[src/rtl/interval_timer_pkg.sv]
package interval_timer_pkg;

    typedef enum logic [2:0] {
        REG_CTRL   = 3'd0,
        REG_RELOAD = 3'd1,
        REG_STATUS = 3'd2,
        REG_FLAG   = 3'd3,
        REG_VALUE  = 3'd4
    } tmr_reg_e;

    typedef struct packed {
        logic irq_en;
        logic cnt_en;
    } tmr_ctrl_t;

    function automatic tmr_ctrl_t to_ctrl(input logic [1:0] bits);
        tmr_ctrl_t c;
        c.cnt_en = bits[0];
        c.irq_en = bits[1];
        return c;
    endfunction

    function automatic logic is_disarm(input tmr_ctrl_t c);
        return !c.cnt_en && !c.irq_en;
    endfunction

endpackage

[src/rtl/tmr_ctrl_regs.sv]
module tmr_ctrl_regs
    import interval_timer_pkg::*;
#(
    parameter int CNT_W = 12
) (
    input  logic             clk,
    input  logic             rst,
    input  logic             wr_en,
    input  logic [2:0]       wr_addr,
    input  logic [CNT_W-1:0] wr_low,
    input  logic             terminal_i,
    output tmr_ctrl_t        ctrl_o,
    output logic [CNT_W-1:0] reload_o,
    output logic             ovf_o,
    output logic             flag_o,
    output logic             ctrl_wr_o,
    output logic             start_o
);
    tmr_reg_e  waddr;
    tmr_ctrl_t new_ctrl;
    logic      reload_wr;

    always_comb begin
        waddr     = tmr_reg_e'(wr_addr);
        new_ctrl  = to_ctrl(wr_low[1:0]);
        ctrl_wr_o = wr_en && (waddr == REG_CTRL);
        reload_wr = wr_en && (waddr == REG_RELOAD);
        start_o   = ctrl_wr_o && new_ctrl.cnt_en && !ctrl_o.cnt_en;
    end

    always_ff @(posedge clk) begin
        if (rst) begin
            ctrl_o   <= '0;
            reload_o <= '0;
            ovf_o    <= 1'b0;
            flag_o   <= 1'b0;
        end else begin
            if (ctrl_wr_o) begin
                ctrl_o <= new_ctrl;
                if (is_disarm(new_ctrl)) begin
                    ovf_o  <= 1'b0;
                    flag_o <= 1'b0;
                end
            end else if (terminal_i) begin
                ovf_o <= 1'b1;
                if (ctrl_o.irq_en) flag_o <= 1'b1;
            end
            if (reload_wr) reload_o <= wr_low;
        end
    end
endmodule

[src/rtl/tmr_down_counter.sv]
module tmr_down_counter #(
    parameter int CNT_W = 12
) (
    input  logic             clk,
    input  logic             rst,
    input  logic             run_i,
    input  logic             tick_i,
    input  logic             hold_i,
    input  logic             start_i,
    input  logic [CNT_W-1:0] reload_i,
    output logic [CNT_W-1:0] count_o,
    output logic             terminal_o
);
    logic             step;
    logic [CNT_W-1:0] nxt;

    always_comb begin
        step       = run_i && tick_i && !hold_i;
        nxt        = (count_o == '0) ? reload_i : count_o - 1'b1;
        terminal_o = step && (nxt == '0);
    end

    always_ff @(posedge clk) begin
        if (rst)          count_o <= '0;
        else if (start_i) count_o <= reload_i;
        else if (step)    count_o <= nxt;
    end
endmodule

[src/rtl/tmr_read_mux.sv]
module tmr_read_mux
    import interval_timer_pkg::*;
#(
    parameter int CNT_W  = 12,
    parameter int DATA_W = 32
) (
    input  logic [2:0]        rd_addr,
    input  tmr_ctrl_t         ctrl_i,
    input  logic [CNT_W-1:0]  reload_i,
    input  logic              ovf_i,
    input  logic              flag_i,
    input  logic [CNT_W-1:0]  count_i,
    output logic [DATA_W-1:0] rd_data
);
    always_comb begin
        rd_data = '0;
        case (tmr_reg_e'(rd_addr))
            REG_CTRL:   rd_data[1:0]       = {ctrl_i.irq_en, ctrl_i.cnt_en};
            REG_RELOAD: rd_data[CNT_W-1:0] = reload_i;
            REG_STATUS: rd_data[0]         = ovf_i;
            REG_FLAG:   rd_data[0]         = flag_i;
            REG_VALUE:  rd_data[CNT_W-1:0] = count_i;
            default:    rd_data            = '0;
        endcase
    end
endmodule

[src/rtl/interval_timer.sv]
module interval_timer
    import interval_timer_pkg::*;
#(
    parameter int CNT_W  = 12,
    parameter int DATA_W = 32
) (
    input  logic              clk,
    input  logic              rst,
    input  logic              tick_i,
    input  logic              wr_en,
    input  logic [2:0]        wr_addr,
    input  logic [DATA_W-1:0] wr_data,
    input  logic [2:0]        rd_addr,
    output logic [DATA_W-1:0] rd_data,
    output logic              irq_o
);
    tmr_ctrl_t        ctrl_q;
    logic [CNT_W-1:0] reload_q;
    logic [CNT_W-1:0] count_q;
    logic             ovf_q;
    logic             flag_q;
    logic             ctrl_wr;
    logic             start;
    logic             terminal;

    generate
        if (DATA_W > CNT_W) begin : g_pad
            logic unused_hi;
            assign unused_hi = ^wr_data[DATA_W-1:CNT_W];
        end
    endgenerate

    tmr_ctrl_regs #(.CNT_W(CNT_W)) u_regs (
        .clk(clk), .rst(rst), .wr_en(wr_en), .wr_addr(wr_addr),
        .wr_low(wr_data[CNT_W-1:0]), .terminal_i(terminal),
        .ctrl_o(ctrl_q), .reload_o(reload_q), .ovf_o(ovf_q),
        .flag_o(flag_q), .ctrl_wr_o(ctrl_wr), .start_o(start)
    );

    tmr_down_counter #(.CNT_W(CNT_W)) u_cnt (
        .clk(clk), .rst(rst), .run_i(ctrl_q.cnt_en), .tick_i(tick_i),
        .hold_i(ctrl_wr), .start_i(start), .reload_i(reload_q),
        .count_o(count_q), .terminal_o(terminal)
    );

    tmr_read_mux #(.CNT_W(CNT_W), .DATA_W(DATA_W)) u_rd (
        .rd_addr(rd_addr), .ctrl_i(ctrl_q), .reload_i(reload_q),
        .ovf_i(ovf_q), .flag_i(flag_q), .count_i(count_q), .rd_data(rd_data)
    );

    assign irq_o = flag_q;
endmodule

[config.mk]
export PLATFORM = sky130hd
export DESIGN_NAME = interval_timer
export DESIGN_NICKNAME = d
export VERILOG_FILES = /design/src/rtl/interval_timer_pkg.sv /design/src/rtl/tmr_ctrl_regs.sv /design/src/rtl/tmr_down_counter.sv /design/src/rtl/tmr_read_mux.sv /design/src/rtl/interval_timer.sv
export SDC_FILE = /design/constraint.sdc
export NUM_CORES = 1
export LEC_CHECK = 0
export BUFFER_PORTS_ARGS = -buffer_cell sky130_fd_sc_hd__buf_4
export CORE_UTILIZATION = 36
export CTS_BUF_LIST = sky130_fd_sc_hd__clkbuf_4 sky130_fd_sc_hd__clkbuf_8
export CTS_CLUSTER_SIZE = 14
export DETAILED_ROUTE_END_ITERATION = 10
export PLACE_DENSITY_LB_ADDON = 0.15
export RECOVER_POWER = 25
export SYNTH_ARGS = -nofsm -noshare
export SYNTH_HDL_FRONTEND = slang
export SYNTH_SLANG_ARGS = --single-unit
[constraint.sdc]
create_clock -name clk -period 4 [get_ports clk]
set_input_delay 0.8 -clock clk [delete_from_list [all_inputs] [get_ports clk]]
set_output_delay 0.8 -clock clk [all_outputs]
set_load 0.01 [all_outputs]
* Word-level counts from Yosys, hierarchy flattened
Cells that the tools add are included.
W data, S select, Z words.
** Cells by class
- $add $sub $neg :: 1
- Eq/ne operators :: 6
- Multiplexer cells :: 12
- Reductions and logical operators :: 21
** Operator list (count)
- $mux W12 :: 3
- $logic_not A12 Y1 :: 2
- $pmux W10 S2 :: 1
- $sub A12 B1 Y12 const B :: 1
- $logic_and A1 B1 Y1 :: 8
- $eq A3 B1 Y1 const B :: 2
- $eq A3 B2 Y1 const B :: 2
- $logic_not A3 Y1 :: 2
- $mux W1 :: 6
- $reduce_bool A2 Y1 :: 3
- $pmux W1 S5 :: 1
- $logic_not A1 Y1 :: 4
- $eq A3 B3 Y1 const B :: 1
- $pmux W1 S3 :: 1
- $reduce_and A3 Y1 :: 1
- $ne A2 B2 Y1 const B :: 1
- $reduce_and A2 Y1 :: 1
** Word-level totals
- Register bits after elaboration :: 28
- Output and inout bits :: 33
- Logic and storage cells :: 46

* Logic depth before layout (Yosys ltp)
- Word-level depth :: 7
- Gate-level depth with buffers :: 9
- Gate-level depth less buffers :: 8

* Cells and area by module
From an unflattened synthesis, not the netlist that was laid out.
** Unflattened totals
- Cell total of the unflattened synthesis :: 270
- Area, all modules :: 2089.5 µm²
** Modules (own cells, without submodules)
- tmr_down_counter :: times used 1, cells each 141, area each 1016.0 µm², sequential area each 240.2 µm²
- tmr_ctrl_regs :: times used 1, cells each 72, area each 603.1 µm², sequential area each 320.3 µm²
- tmr_read_mux :: times used 1, cells each 57, area each 470.5 µm², sequential area each 0.0 µm²

* Worst setup path after synthesis
Ideal clock, no wire load.
- Path type :: input to register
- From :: in wr_addr[1]
- To :: reg u_cnt.count_o[10]
- Library setup time :: 0.128 ns
- Data arrival time :: 2.360 ns
- Required time :: 3.872 ns
- Slack :: 1.513 ns
- Cell stages on the path :: 7
- Path buffers :: 2
- Path through :: nor4b_2 -> and3b_1 -> buf_2 -> nor2_1 -> clkbuf_1 -> a222oi_1 -> nor2_1
** On the way
- Cells in the longest elaborated chain, start to end :: 5
** RTL lines
- start, declared :: RTL line interval_timer.sv:11 : input logic [2:0] wr_addr,
- $logic_not A3 Y1 (*) :: RTL line tmr_ctrl_regs.sv:26 : ctrl_wr_o = wr_en && (waddr == REG_CTRL);
- $logic_and A1 B1 Y1 (*) :: RTL line tmr_ctrl_regs.sv:26
- $logic_and A1 B1 Y1 / $logic_not A1 Y1 (equally long branches) :: RTL line tmr_ctrl_regs.sv:28, tmr_down_counter.sv:18
- $logic_and A1 B1 Y1, on equally long branches :: RTL line tmr_ctrl_regs.sv:28, tmr_down_counter.sv:18
- $mux W12 / $reduce_bool A2 Y1 (equally long branches)
- end signal, assigned :: RTL line tmr_down_counter.sv:25 : else if (start_i) count_o <= reload_i;
- end signal, assigned :: RTL line tmr_down_counter.sv:26 : else if (step) count_o <= nxt;
- end, declared :: RTL line tmr_down_counter.sv:11 : output logic [CNT_W-1:0] count_o,
Mark *: on every way between the ends. The rest lies on a longest branch, timed or not.
A chain may end at the register's enable or synchronous reset.

* Final worst setup path
- From :: in rd_addr[0]
- To :: out rd_data[0]
** On the way
- Cells in the longest elaborated chain, start to end :: 2
** RTL lines
- start, declared :: RTL line interval_timer.sv:13 : input logic [2:0] rd_addr,
- $eq A3 B3 Y1, or another cell as far along :: RTL line tmr_read_mux.sv:17 : case (tmr_reg_e'(rd_addr))
- $pmux W1 S5 (*) :: RTL line tmr_read_mux.sv:17
- end, declared :: RTL line interval_timer.sv:14 : output logic [DATA_W-1:0] rd_data,
Marks and branches as above.

==> impl_metrics.json <==
{
  "status": "finished clean",
  "worstSkewPairLatency_ps": 280,
  "area_growth_pct": 11.72,
  "synth.top_cells.by_count": "39 x nor2_1, 33 x nand2_1, 28 x dfxtp_1",
  "min_path_type": "reg -> reg",
  "cts_tree": "done",
  "synth_top_area_cell": "dfxtp_1",
  "critPathMaxStageDelay_ps": 640,
  "cp.required_ps": 3200,
  "routed_wl_um": 5336,
  "cts_hold_buf": 0,
  "cp-start-kind": "primary input",
  "via_count": 1986,
  "async_flop_share_pct": 0,
  "grt_pass1_wl_um": 8645,
  "worst-setup-path-type": "in -> out",
  "tns_ps": 0,
  "synth-main-ff-cell": "dfxtp_1",
  "start_util_pct": 38.13,
  "finalSetupViolCount": 0,
  "report.final.slew_viol_count": 0,
  "worstSetupEndpointType": "output pin",
  "routed_via_density": 5.501,
  "synth_edf_count": 0,
  "rsz0062_at_grt": "false",
  "min_period_ps": 2848,
  "worst_hold_slack_ps": 467.6,
  "hold_viol": 0,
  "die_w_um": 76.48,
  "drc_errors": 0,
  "yosys.area.top_type_share_pct": 28.07,
  "reg2reg_to": "u_cnt.count_o[2]",
  "crit_buf_inv": 2,
  "ir_drop_mv": 0.1354,
  "reg2reg_from": "u_cnt.count_o[0]",
  "drt_pass1_iterations": 5,
  "io_pins": 75,
  "r2r_setup_slack_ps": 1340,
  "synth_most_common_cell": "nor2_1",
  "worstHoldEndpoint": "u_regs.ovf_o",
  "clock_path_buffers": 2,
  "slowest_stage": "nor2b_1",
  "ys_top_cells_by_area": "dfxtp_1 28%, buf_4 7.9%, nor2_1 7.3%",
  "worstPathCellList": "buf_4, nor2b_1, a22oi_1, o22ai_1, buf_4",
  "critPathTopFamily": "simple AND/OR/NAND/NOR gates",
  "numCtsBuffers": 3,
  "grt_pass1_vias": 1725,
  "p_leak_nw": 0.8880,
  "synth_area_um2": 1997,
  "synth_cells": 269,
  "clkTransAtPathRegs_ps": 90,
  "avgSynthCellArea_um2": 7.423,
  "post_dp_cell_area_um2": 2190,
  "clkSinkCount": 28,
  "die_h_um": 76.48,
  "io_buffer_count": 34,
  "wire_per_inst_um": 14.78,
  "synth_warnings": 0,
  "nNetsFinal": 336,
  "grt_max_degree": 29,
  "synth_cell_type_count": 49,
  "final_layout_size_suffix_gt1_share_pct": 16.49,
  "cpMostUsedCell": "buf_4",
  "rows": 26,
  "hpwlAfterDp_um": 3858,
  "synth_seq_cells": 28,
  "postRouteAntennaNets": 0,
  "dieArea_um2": 5849,
  "power_density_nw_per_um2": 240.5,
  "hold_depth": 2,
  "finalPower_uw": 536.5,
  "path_max_fanout": 11,
  "period_share_pct": 71.20,
  "maxCapViolCount": 0,
  "antenna_found_initial": 0,
  "worstPathArrival_ps": 2050,
  "htreeDepth": 1,
  "drt_iter0_markers": 182,
  "cts-root-buf": "clkbuf_8",
  "grt-ovfl-total": 0,
  "postCtsSetupRepairBufs": 0,
  "clock_skew_ps": 8.461,
  "design_area_um2": 2231,
  "gp_congestion": 0.9137,
  "fp.coreArea_um2": 5238,
  "ff2ff_path_depth": 8,
  "antenna_cells": 0,
  "fmax_mhz": 351.1,
  "ys_seq_area_share_pct": 28.07,
  "min_from": "u_regs.ovf_o",
  "slew_headroom_pct": 38.25,
  "grtUsageTotal_pct": 18.12,
  "postCtsResizedCells": 0,
  "worst_pin_slew_ps": 917.9
}
cells by family after synthesis:
family                   Yosys count  synth area share [%]
AND/OR/NAND/NOR                  112                 27.88
AO/OA/AOI/OAI                     77                 26.25
buffers and inverters             42                 12.97
flip-flops                        28                 28.07
multiplexers                       5                 2.506
adder cells (fa/ha/maj)            2                 1.253
XOR/XNOR                           2                0.8774
other                              1                0.1878
area by class of cell:
| class | instances | area, um2 |
|---|---|---|
| repair buffers | 37 | 270.3 |
| fillers | 566 | 3007 |
| flip-flops and latches | 28 | 560.5 |
| inverters | 4 | 15.01 |
| clock buffers | 4 | 55.05 |
| multi-input cells | 218 | 1242 |
| well taps | 70 | 87.58 |
worst max path at each step:
stage                from                end  slack [ps]  cells past startpoint
4_1_cts        rd_addr[0]         rd_data[0]        1130                      5
6_report       rd_addr[0]         rd_data[0]        1150                      5
3_3_place_gp   rd_addr[0]         rd_data[0]        1130                      5
2_1_floorplan  wr_addr[1]  u_cnt.count_o[10]        1510                      7
3_5_place_dp   rd_addr[0]         rd_data[0]        1130                      5
5_1_grt        rd_addr[2]         rd_data[2]        1010                      5
registers in the layout, indices dropped and copies added (netlist names):
name,count
u_regs.ovf_o,1
u_regs.reload_o,12
u_regs.flag_o,1
u_regs.ctrl_o,2
u_cnt.count_o,12
tightest hold or removal path: stages (launching register included):
cell	delay, ps
dfxtp_1	320
nand2_1	50
o21ai_1	60
per-stage QoR:
| stage | setup WS [ps] | cells | utilization [%] |
|---|---|---|---|
| after floorplan | 1513 | 288 | - |
| after global placement | 1129 | 357 | 41.81 |
| after detailed placement | 1132 | 357 | 41.81 |
| after CTS | 1134 | 361 | 42.86 |
| after global routing | 1015 | 361 | 42.59 |
| final | 1152 | 361 | 42.59 |
power breakdown:
part           internal [mW]  total (mW)  leakage (nW)  switching (mW)
combinational         0.0267      0.0688         0.633          0.0421
clock                 0.0883       0.181        0.0288          0.0928
sequential             0.282       0.287         0.226         0.00461
total                  0.397       0.537         0.888           0.140
metal layers:
| metal | wire length (um) | global-route usage, % | vias to the layer above |
|---|---|---|---|
| met1 | 2522 | 25.36 | 936 |
| met5 | 0 | 0 | - |
| met2 | 2511 | 30.18 | 65 |
| met4 | 21 | 3.077 | 0 |
| met3 | 280 | 1.916 | 2 |
| li1 | - | - | 983 |
cell usage in the layout, fill, tap and decap left out, drive strengths merged, types with 6 or more instances in the layout:
master,synthesis,layout
conb,1,20
a21oi,25,25
nand2,33,33
a22oi,15,15
nor3,7,7
dfxtp,28,28
buf,22,35
clkbuf,16,6
o21ai,11,11
nor4,7,7
nor2,39,39
No activity file was read; power rests on OpenSTA's default activity.
